<file path="config.mk">
export PLATFORM = sky130hd
export DESIGN_NAME = simd_alu_top
export DESIGN_NICKNAME = d
export VERILOG_FILES = /design/src/rtl/simd_alu_pkg.sv /design/src/rtl/simd_alu_decode.sv /design/src/rtl/simd_alu_lanes.sv /design/src/rtl/simd_alu_stage.sv /design/src/rtl/simd_alu_top.sv
export SDC_FILE = /design/constraint.sdc
export NUM_CORES = 1
export LEC_CHECK = 0
export BUFFER_PORTS_ARGS = -buffer_cell sky130_fd_sc_hd__buf_4
export CAP_MARGIN = 5
export CORE_UTILIZATION = 30
export DETAILED_ROUTE_END_ITERATION = 7
export REMOVE_ABC_BUFFERS = 1
export SETUP_SLACK_MARGIN = 0.15
export SLEW_MARGIN = 5
export SYNTH_ARGS = -nofsm -noshare
export SYNTH_HDL_FRONTEND = slang
export SYNTH_SLANG_ARGS = --single-unit
</file>
<file path="constraint.sdc">
create_clock -name clk -period 3 [get_ports clk]
set_input_delay 0.45 -clock clk [delete_from_list [all_inputs] [get_ports clk]]
set_output_delay 0.45 -clock clk [all_outputs]
set_load 0.005 [all_outputs]
</file>
<file path="src/rtl/simd_alu_pkg.sv">
// Package: operation kinds and fixed code values shared by the ALU blocks.
// Assumes the opcode byte is the one that follows the 0Fh escape.
package simd_alu_pkg;

    typedef enum logic [3:0] {
        K_ADD_SAT_W,
        K_ADD_WRAP_W,
        K_AND,
        K_AND_NOT,
        K_AVG_B,
        K_AVG_W,
        K_EQ_B,
        K_EQ_W,
        K_EQ_D,
        K_GT_B,
        K_NONE
    } op_kind_e;

    localparam logic [7:0] CODE_ADD_SAT_W  = 8'hDD;
    localparam logic [7:0] CODE_ADD_WRAP_W = 8'hFD;
    localparam logic [7:0] CODE_AND        = 8'hDB;
    localparam logic [7:0] CODE_AND_NOT    = 8'hDF;
    localparam logic [7:0] CODE_AVG_B      = 8'hE0;
    localparam logic [7:0] CODE_AVG_W      = 8'hE3;
    localparam logic [7:0] CODE_EQ_B       = 8'h74;
    localparam logic [7:0] CODE_EQ_W       = 8'h75;
    localparam logic [7:0] CODE_EQ_D       = 8'h76;
    localparam logic [7:0] CODE_GT_B       = 8'h64;

    localparam int KIND_W = $bits(op_kind_e);

endpackage

</file>
<file path="src/rtl/simd_alu_decode.sv">
// Decoder: maps the opcode byte onto an operation kind.
// Assumes: purely combinational; an unknown code maps to K_NONE and raises illegal.
module simd_alu_decode
    import simd_alu_pkg::*;
(
    input  logic [7:0] code,
    output op_kind_e   kind,
    output logic       illegal
);

    // Translate the fixed code map into an internal kind.
    always_comb begin
        illegal = 1'b0;
        unique case (code)
            CODE_ADD_SAT_W:  kind = K_ADD_SAT_W;
            CODE_ADD_WRAP_W: kind = K_ADD_WRAP_W;
            CODE_AND:        kind = K_AND;
            CODE_AND_NOT:    kind = K_AND_NOT;
            CODE_AVG_B:      kind = K_AVG_B;
            CODE_AVG_W:      kind = K_AVG_W;
            CODE_EQ_B:       kind = K_EQ_B;
            CODE_EQ_W:       kind = K_EQ_W;
            CODE_EQ_D:       kind = K_EQ_D;
            CODE_GT_B:       kind = K_GT_B;
            default: begin
                kind    = K_NONE;
                illegal = 1'b1;
            end
        endcase
    end

endmodule

</file>
<file path="src/rtl/simd_alu_lanes.sv">
// Lane datapath: computes every lane-wise result in parallel and selects by kind.
// Assumes DATA_W is a multiple of 32; K_NONE yields zero.
module simd_alu_lanes
    import simd_alu_pkg::*;
#(
    parameter int DATA_W = 64
) (
    input  op_kind_e            kind,
    input  logic [DATA_W-1:0]   dst,
    input  logic [DATA_W-1:0]   src,
    output logic [DATA_W-1:0]   result
);

    localparam int B_W = 8;
    localparam int W_W = 16;
    localparam int D_W = 32;
    localparam int N_B = DATA_W / B_W;
    localparam int N_W = DATA_W / W_W;
    localparam int N_D = DATA_W / D_W;

    logic [DATA_W-1:0] avg_b, eq_b, gt_b;
    logic [DATA_W-1:0] sat_w, wrap_w, avg_w, eq_w;
    logic [DATA_W-1:0] eq_d;

    // Byte lanes: rounded average, equality mask, signed greater-than mask.
    for (genvar i = 0; i < N_B; i++) begin : g_byte
        logic [B_W-1:0] a, b;
        logic [B_W:0]   rsum;
        assign a    = dst[i*B_W +: B_W];
        assign b    = src[i*B_W +: B_W];
        assign rsum = {1'b0, a} + {1'b0, b} + {{B_W{1'b0}}, 1'b1};
        assign avg_b[i*B_W +: B_W] = rsum[B_W:1];
        assign eq_b[i*B_W +: B_W]  = {B_W{a == b}};
        assign gt_b[i*B_W +: B_W]  = {B_W{$signed(a) > $signed(b)}};
    end

    // Word lanes: saturating add, wrapping add, rounded average, equality mask.
    for (genvar i = 0; i < N_W; i++) begin : g_word
        logic [W_W-1:0] a, b;
        logic [W_W:0]   sum, rsum;
        assign a    = dst[i*W_W +: W_W];
        assign b    = src[i*W_W +: W_W];
        assign sum  = {1'b0, a} + {1'b0, b};
        assign rsum = sum + {{W_W{1'b0}}, 1'b1};
        assign sat_w[i*W_W +: W_W]  = sum[W_W] ? {W_W{1'b1}} : sum[W_W-1:0];
        assign wrap_w[i*W_W +: W_W] = sum[W_W-1:0];
        assign avg_w[i*W_W +: W_W]  = rsum[W_W:1];
        assign eq_w[i*W_W +: W_W]   = {W_W{a == b}};
    end

    // Dword lanes: equality mask.
    for (genvar i = 0; i < N_D; i++) begin : g_dword
        assign eq_d[i*D_W +: D_W] = {D_W{dst[i*D_W +: D_W] == src[i*D_W +: D_W]}};
    end

    // Select the lane result belonging to the requested operation.
    always_comb begin
        unique case (kind)
            K_ADD_SAT_W:  result = sat_w;
            K_ADD_WRAP_W: result = wrap_w;
            K_AND:        result = dst & src;
            K_AND_NOT:    result = ~dst & src;
            K_AVG_B:      result = avg_b;
            K_AVG_W:      result = avg_w;
            K_EQ_B:       result = eq_b;
            K_EQ_W:       result = eq_w;
            K_EQ_D:       result = eq_d;
            K_GT_B:       result = gt_b;
            default:      result = '0;
        endcase
    end

endmodule

</file>
<file path="src/rtl/simd_alu_stage.sv">
// Pipeline stage: one valid bit and a data word, loaded when the stage may advance.
// Assumes: adv is high whenever the stage is empty or its content leaves this cycle.
module simd_alu_stage #(
    parameter int W = 8
) (
    input  logic         clk,
    input  logic         rst_n,
    input  logic         adv,
    input  logic         d_valid,
    input  logic [W-1:0] d_data,
    output logic         q_valid,
    output logic [W-1:0] q_data
);

    // Hold or replace the stage content; clear on reset.
    always_ff @(posedge clk) begin
        if (!rst_n) begin
            q_valid <= 1'b0;
            q_data  <= '0;
        end else if (adv) begin
            q_valid <= d_valid;
            if (d_valid) begin
                q_data <= d_data;
            end
        end
    end

endmodule

</file>
<file path="src/rtl/simd_alu_top.sv">
// Top: two-stage packed SIMD ALU with valid/ready on both sides.
// Stage 1 registers the decoded kind and operands; stage 2 registers the result.
// Assumes one operation per cycle at most; results leave in order.
module simd_alu_top
    import simd_alu_pkg::*;
#(
    parameter int DATA_W = 64
) (
    input  logic              clk,
    input  logic              rst_n,
    input  logic              op_valid,
    output logic              op_ready,
    input  logic [7:0]        op_code,
    input  logic [DATA_W-1:0] op_dst,
    input  logic [DATA_W-1:0] op_src,
    output logic              res_valid,
    input  logic              res_ready,
    output logic [DATA_W-1:0] res_data,
    output logic              res_illegal
);

    localparam int S1_W = KIND_W + 1 + 2 * DATA_W;
    localparam int S2_W = 1 + DATA_W;

    op_kind_e          dec_kind;
    logic              dec_ill;
    logic              s1_valid, s2_valid;
    logic [S1_W-1:0]   s1_data;
    logic [S2_W-1:0]   s2_data;
    logic              adv1, adv2;
    op_kind_e          s1_kind;
    logic              s1_ill;
    logic [DATA_W-1:0] s1_dst, s1_src, lane_res;

    simd_alu_decode i_decode (
        .code    (op_code),
        .kind    (dec_kind),
        .illegal (dec_ill)
    );

    // Advance control: a stage moves when it is empty or the stage after it moves.
    always_comb begin
        adv2 = !s2_valid || res_ready;
        adv1 = !s1_valid || adv2;
    end

    assign op_ready = adv1;

    simd_alu_stage #(.W(S1_W)) i_stage1 (
        .clk     (clk),
        .rst_n   (rst_n),
        .adv     (adv1),
        .d_valid (op_valid),
        .d_data  ({dec_kind, dec_ill, op_dst, op_src}),
        .q_valid (s1_valid),
        .q_data  (s1_data)
    );

    // Unpack the stage-1 word.
    always_comb begin
        s1_kind = op_kind_e'(s1_data[S1_W-1 -: KIND_W]);
        s1_ill  = s1_data[2*DATA_W];
        s1_dst  = s1_data[2*DATA_W-1 -: DATA_W];
        s1_src  = s1_data[DATA_W-1:0];
    end

    simd_alu_lanes #(.DATA_W(DATA_W)) i_lanes (
        .kind   (s1_kind),
        .dst    (s1_dst),
        .src    (s1_src),
        .result (lane_res)
    );

    simd_alu_stage #(.W(S2_W)) i_stage2 (
        .clk     (clk),
        .rst_n   (rst_n),
        .adv     (adv2),
        .d_valid (s1_valid),
        .d_data  ({s1_ill, lane_res}),
        .q_valid (s2_valid),
        .q_data  (s2_data)
    );

    assign res_valid   = s2_valid;
    assign res_illegal = s2_data[DATA_W];
    assign res_data    = s2_data[DATA_W-1:0];

endmodule

</file>
==> Word-level counts from Yosys, hierarchy flattened <==
Index checks and enable logic that the tools add are counted.
{ "op_classes": {"n_shift": 0, "div": 0, "mux": 7, "n_lt_le_gt_ge": 8, "n_bitwise": 3, "n_reduce_logical": 8, "mul": 0, "eq_ne": 33, "n_addsub": 24} }
{ "ops": {"columns": ["cell", "n"], "rows": [
  ["$pmux W64 S10", 1],
  ["$and A64 B64 Y64", 2],
  ["$add A8 B8 Y9", 8],
  ["$add A9 B1 Y9 const B", 8],
  ["$add A16 B16 Y17", 4],
  ["$add A17 B1 Y17 const B", 4],
  ["$eq A16 B16 Y1", 4],
  ["$eq A32 B32 Y1", 2],
  ["$eq A8 B8 Y1", 8],
  ["$gt A8 B8 Y1", 8],
  ["$mux W16", 4],
  ["$not A64 Y64", 1],
  ["$eq A8 B8 Y1 const B", 6],
  ["$pmux W4 S10", 1],
  ["$eq A8 B7 Y1 const B", 4],
  ["$eq A4 B3 Y1 const B", 4],
  ["$reduce_or A10 Y1", 1],
  ["$eq A4 B2 Y1 const B", 2],
  ["$eq A4 B4 Y1 const B", 2],
  ["$eq A4 B1 Y1 const B", 1],
  ["$logic_not A4 Y1", 1],
  ["$reduce_and A2 Y1", 2],
  ["$logic_not A1 Y1", 2],
  ["$logic_or A1 B1 Y1", 2],
  ["$mux W1", 1]
]} }
{ "totals": {"out_inout_bits": 67, "mem_count": 0, "reg_bits": 200, "romBits": 0, "in_bits": 140, "ramBits": 0, "latch_bits": 0} }

==> Logic depth before layout (Yosys ltp) <==
{ "depth": {"depth_word": 4, "depth_mapped": 13} }

==> Cells and area by module <==
From an unflattened synthesis, not the netlist that was laid out.
{ "unflattened": {"hier_cells": 2407, "area_unflattened_um2": 18345.1} }
{ "modules_own_cells": {"columns": ["mod", "n_inst", "cells_per_inst", "area_per_inst_um2"], "rows": [
  ["simd_alu_lanes", 1, 1462, 10027.1],
  ["simd_alu_stage at i_stage1", 1, 611, 5303.8],
  ["simd_alu_stage at i_stage2", 1, 300, 2771.4],
  ["simd_alu_decode", 1, 32, 229.0],
  ["simd_alu_top", 1, 2, 13.8]
]} }

==> Least setup slack after synthesis <==
No wires, ideal clock.
{ "synth_timing": {"path_kind": "reg2reg", "from": "register i_stage1.q_data[0]", "to": "register i_stage2.q_data[13]", "arrival_time_ns": 2.990, "n_path_buf": 0, "period_less_slack_ns": 3.075, "stages_incl_launch_ff": 13, "slack_ns": -0.075, "cell_sequence": "dfxtp_1 > ha_1 > inv_1 > fa_1 > o21bai_1 > a21oi_1 > xnor2_1 > nand3_1 > or2_2 > or4_1 > o31ai_1 > nand3b_1 > a211oi_1"} }
{ "synth_between": {"elab_chain_len": 3, "elab_cells_between_ends": 6} }
{ "synth_lines": {"columns": ["element", "line", "rtl"], "rows": [
  ["from (decl)", "simd_alu_stage.sv:12", "output logic [W-1:0] q_data"],
  ["from (signal assigned)", "simd_alu_stage.sv:23", "q_data <= d_data;"],
  ["$add A16 B16 Y17", "simd_alu_lanes.sv:43", "assign sum = {1'b0, a} + {1'b0, b};"],
  ["$add A17 B1 Y17 or $mux W16 (tied branches)", "simd_alu_lanes.sv:44, simd_alu_lanes.sv:45", null],
  ["$pmux W64 S10 *", "simd_alu_lanes.sv:58", "unique case (kind)"],
  ["to (signal assigned)", "simd_alu_stage.sv:23", null],
  ["to (decl)", "simd_alu_stage.sv:12", null]
]} }
Mark *: on every way between the ends. The rest lies on a longest branch, timed or not.
A chain may end at the register's enable or synchronous reset.

==> Worst setup path in the final report <==
{ "layout_timing": {"from": "register i_stage1.q_data[32]", "to": "register i_stage2.q_data[42]"} }
The elaborated chain is that of the path after synthesis.

==> results.py <==
metrics = {
    "sta": {
        "hold_violations": 0,
        "setup_viol_count_final": 3,
        "timing.hold.ws_ns": 0.167,
        "final.setup.worst_slack_ns": -0.0392,
        "fmaxAchievable_mhz": 329,
        "slew_violations": 0,
        "period_minus_slack_ns": 3.04,
        "worst_pin_slew_ns": 1.01,
        "rsz0062_at_grt": "yes",
        "fin_skew_ns": 0.0142,
        "slew_headroom_pct": 32.5,
        "fin_crit_sh_pct": 101,
    },
    "clocking": {
        "clk_latency_ns": 0.52,
        "clk_path_buf_depth": 2,
        "h-tree-depth": 4,
        "root_buffer": "clkbuf_16",
        "path_clk_slew_ns": 0.08,
        "holdBufCountCts": 0,
        "cts_made_buffers": 17,
        "tritoncts": "yes",
        "cts_num_sinks": 200,
    },
    "pwr": {
        "p_switching_mw": 3.07,
        "seq_power_share_pct": 34.9,
        "p_leak_nw": 10.7,
        "clkPwrFrac_pct": 28.2,
        "combinationalPowerShare_pct": 36.8,
        "intPower_mw": 5.28,
        "switching_share_pct": 36.8,
        "power.total_mw": 8.35,
        "p_per_area_nw_per_um2": 330,
        "max-vdd-ir-drop_v": 0.000465,
    },
    "placed_design": {
        "placedCellCount": 3589,
        "place_ws_ns": -0.423,
        "io_buffer_count": 206,
        "place_hpwl_mm": 53.0,
        "place_congestion": 0.907,
    },
    "critical_path": {
        "slowest_stage": "or4b_1",
        "worstPathRequired_ns": 3.41,
        "r2r_slack_ns": -0.04,
        "worstPathCellList": "ha_4, inv_2, fa_2, or2_1, a221oi_2, nor3_1, or4b_1, mux2i_2, nand4_1, xor2_1, a221o_1",
        "path_max_fanout": 3,
        "start_kind": "flop",
        "crit_buf_inv": 1,
        "arrival_ns": 3.45,
        "cp_slowest_stage_delay_ns": 0.49,
        "path_delay_family": "simple AND/OR/NAND/NOR gates",
        "path_class": "reg -> reg",
        "endpoint_kind": "flop",
    },
    "synth": {
        "ys_async_sr_fraction_pct": 0,
        "yosysWarnings": 0,
        "ys_seq_area_share_pct": 23.0,
        "synth_edf_count": 0,
        "syn_avg_cell_area_sq_um": 7.33,
        "synth_ff_type": "dfxtp_1",
        "ys_seq_elements": 200,
        "synthCells": 2376,
        "netlist_area_sq_um": 17400,
        "ys_types": 96,
    },
    "worst_hold_path": {
        "hold_path.class": "in -> reg",
    },
    "grt": {
        "track_usage_pct": 23.2,
        "grt_pass1_vias": 19500,
        "grt_pass1_wl_mm": 108,
        "grt_max_degree": 90,
        "grt-ovfl-total": 0,
        "antenna_found_initial": 1,
    },
    "die": {
        "initial_core_util_pct": 30.6,
        "core-area_sq_um": 56800,
        "die_area_sq_um": 59000,
        "die_h_um": 243,
        "top_level_ports": 207,
        "rows": 87,
        "fp.dieW_um": 243,
    },
    "final_layout": {
        "syn2layout_area_growth_pct": 45.2,
        "n_antenna_cell": 0,
        "layout_commonest_cell": "buf_4",
        "nNetsFinal": 3194,
        "post-route-util_pct": 44.5,
        "fin_cells": 3671,
        "final_cell_mix": "614 x buf_4, 360 x nand2_1, 238 x a21oi_1",
        "layout-drive-gt1-share_pct": 34.4,
    },
    "routing": {
        "drc": 0,
        "detail-route-antenna-nets": 0,
        "wirelength_mm": 70.6,
        "post_drt_wl_per_cell_um": 19.2,
        "drtIter0Drc": 1207,
        "vias_per_cell": 5.31,
        "drt-pass1-iter-count": 5,
        "vias": 19500,
    },
    "flow_run": {
        "cap_violations": 0,
    },
    "run_status": {
        "violations": "negative setup slack",
        "status": "finished with violations",
    },
}
-- cells by family after synthesis --
kind of cell,after synthesis,synth area share [%]
buffers and inverters,297,6.81
flip-flops,200,23.0
AO/OA/AOI/OAI,711,26.3
multiplexers,6,0.359
AND/OR/NAND/NOR,804,21.8
adder cells (fa/ha/maj),152,11.4
XOR/XNOR,206,10.4
-- registers in the layout, summed over array words and instances (netlist names) --
register,cells
i_stage2.q_valid,1
i_stage1.q_valid,1
i_stage2.q_data,65
i_stage1.q_data,133
-- worst paths after layout --
kind / end / cells after the start / start
min reg2reg: i_stage2.q_data[18]$_SDFFE_PN0P_ / 2 / i_stage2.q_data[18]$_SDFFE_PN0P_
max: i_stage2.q_data[42]$_SDFFE_PN0P_ / 11 / i_stage1.q_data[32]$_SDFFE_PN0P_
max reg2reg: i_stage2.q_data[42]$_SDFFE_PN0P_ / 11 / i_stage1.q_data[32]$_SDFFE_PN0P_
min: i_stage1.q_data[89]$_SDFFE_PN0P_ / 3 / op_dst[25]
-- synth_stat cells (all sizes together), types with 11 or more instances --
master     n  area [sq um]
o211ai    22           165
fa        12           240
a2111oi   11           116
nor3      50           265
nor2b     33           206
nand2    363          1360
o21ai    137           686
nor2     141           532
inv      152           571
o21bai    26           195
nand2b    19           119
a211oi    21           178
and2      16           101
ha       140          1750
o221ai    11          96.3
nor3b     14           105
buf       27           130
o22ai     11          68.8
a32oi     32           280
or4       11          87.6
clkbuf   116           477
a21o      18           135
xor2      95           832
nand4     23           144
nand3     57           290
a31oi     34           213
o31ai     25           188
a21oi    256          1280
nor4      24           163
or2       13          81.3
a311oi    13           120
xnor2    111           972
dfxtp    200          4000
-- stage by stage --
stage | area [sq um] | TNS (ns)
finish | 25300 | -0.0405
global route | 25300 | -1.48
CTS | 24100 | -0.212
detailed placement | 22400 | -4.33
global placement | 22400 | -3.74
floorplan | 16800 | -134.73
-- tightest hold or removal path, cell delays in order --
cell     delay [ns]
buf_4          0.11
nand2_1        0.05
a21oi_1        0.05
-- final cells by class --
| type | instances | area, sq um |
|---|---|---|
| timing repair buffer | 650 | 5110 |
| clock inverter | 15 | 138 |
| inverter | 154 | 592 |
| clock buffer | 17 | 425 |
| multi-input combinational | 1879 | 14000 |
| tap | 756 | 946 |
| fill | 5671 | 31500 |
| sequential | 200 | 4040 |
-- power groups by stage --
| stage | sequential, mW | combinational (mW) | clock (mW) |
|---|---|---|---|
| CTS | 2.91 | 2.84 | 2.44 |
| floorplan | 2.96 | 1.42 | 0 |
| global route | 2.93 | 3.33 | 2.53 |
| finish | 2.92 | 3.07 | 2.36 |
| detailed placement | 2.97 | 2.67 | 0 |
| global placement | 2.96 | 2.66 | 0 |
-- per-layer routing --
layer  track usage (%)  routed length (um)  vias to the layer above
met3              3.99                3600                      127
met4              8.31                2270                        2
li1                  -                   -                     9415
met2              39.4               33800                      581
met1              29.2               30900                     9374
met5                 0                   9                        -
-- what timing repair did --
item                                   4_1_cts  5_1_grt
resized for setup                          196      217
endpoints found under the hold margin        0        0
setup endpoints to repair                   54       63
buffers inserted                            22       28
pin swaps                                   85      114
(Power assumes the default switching activity.)
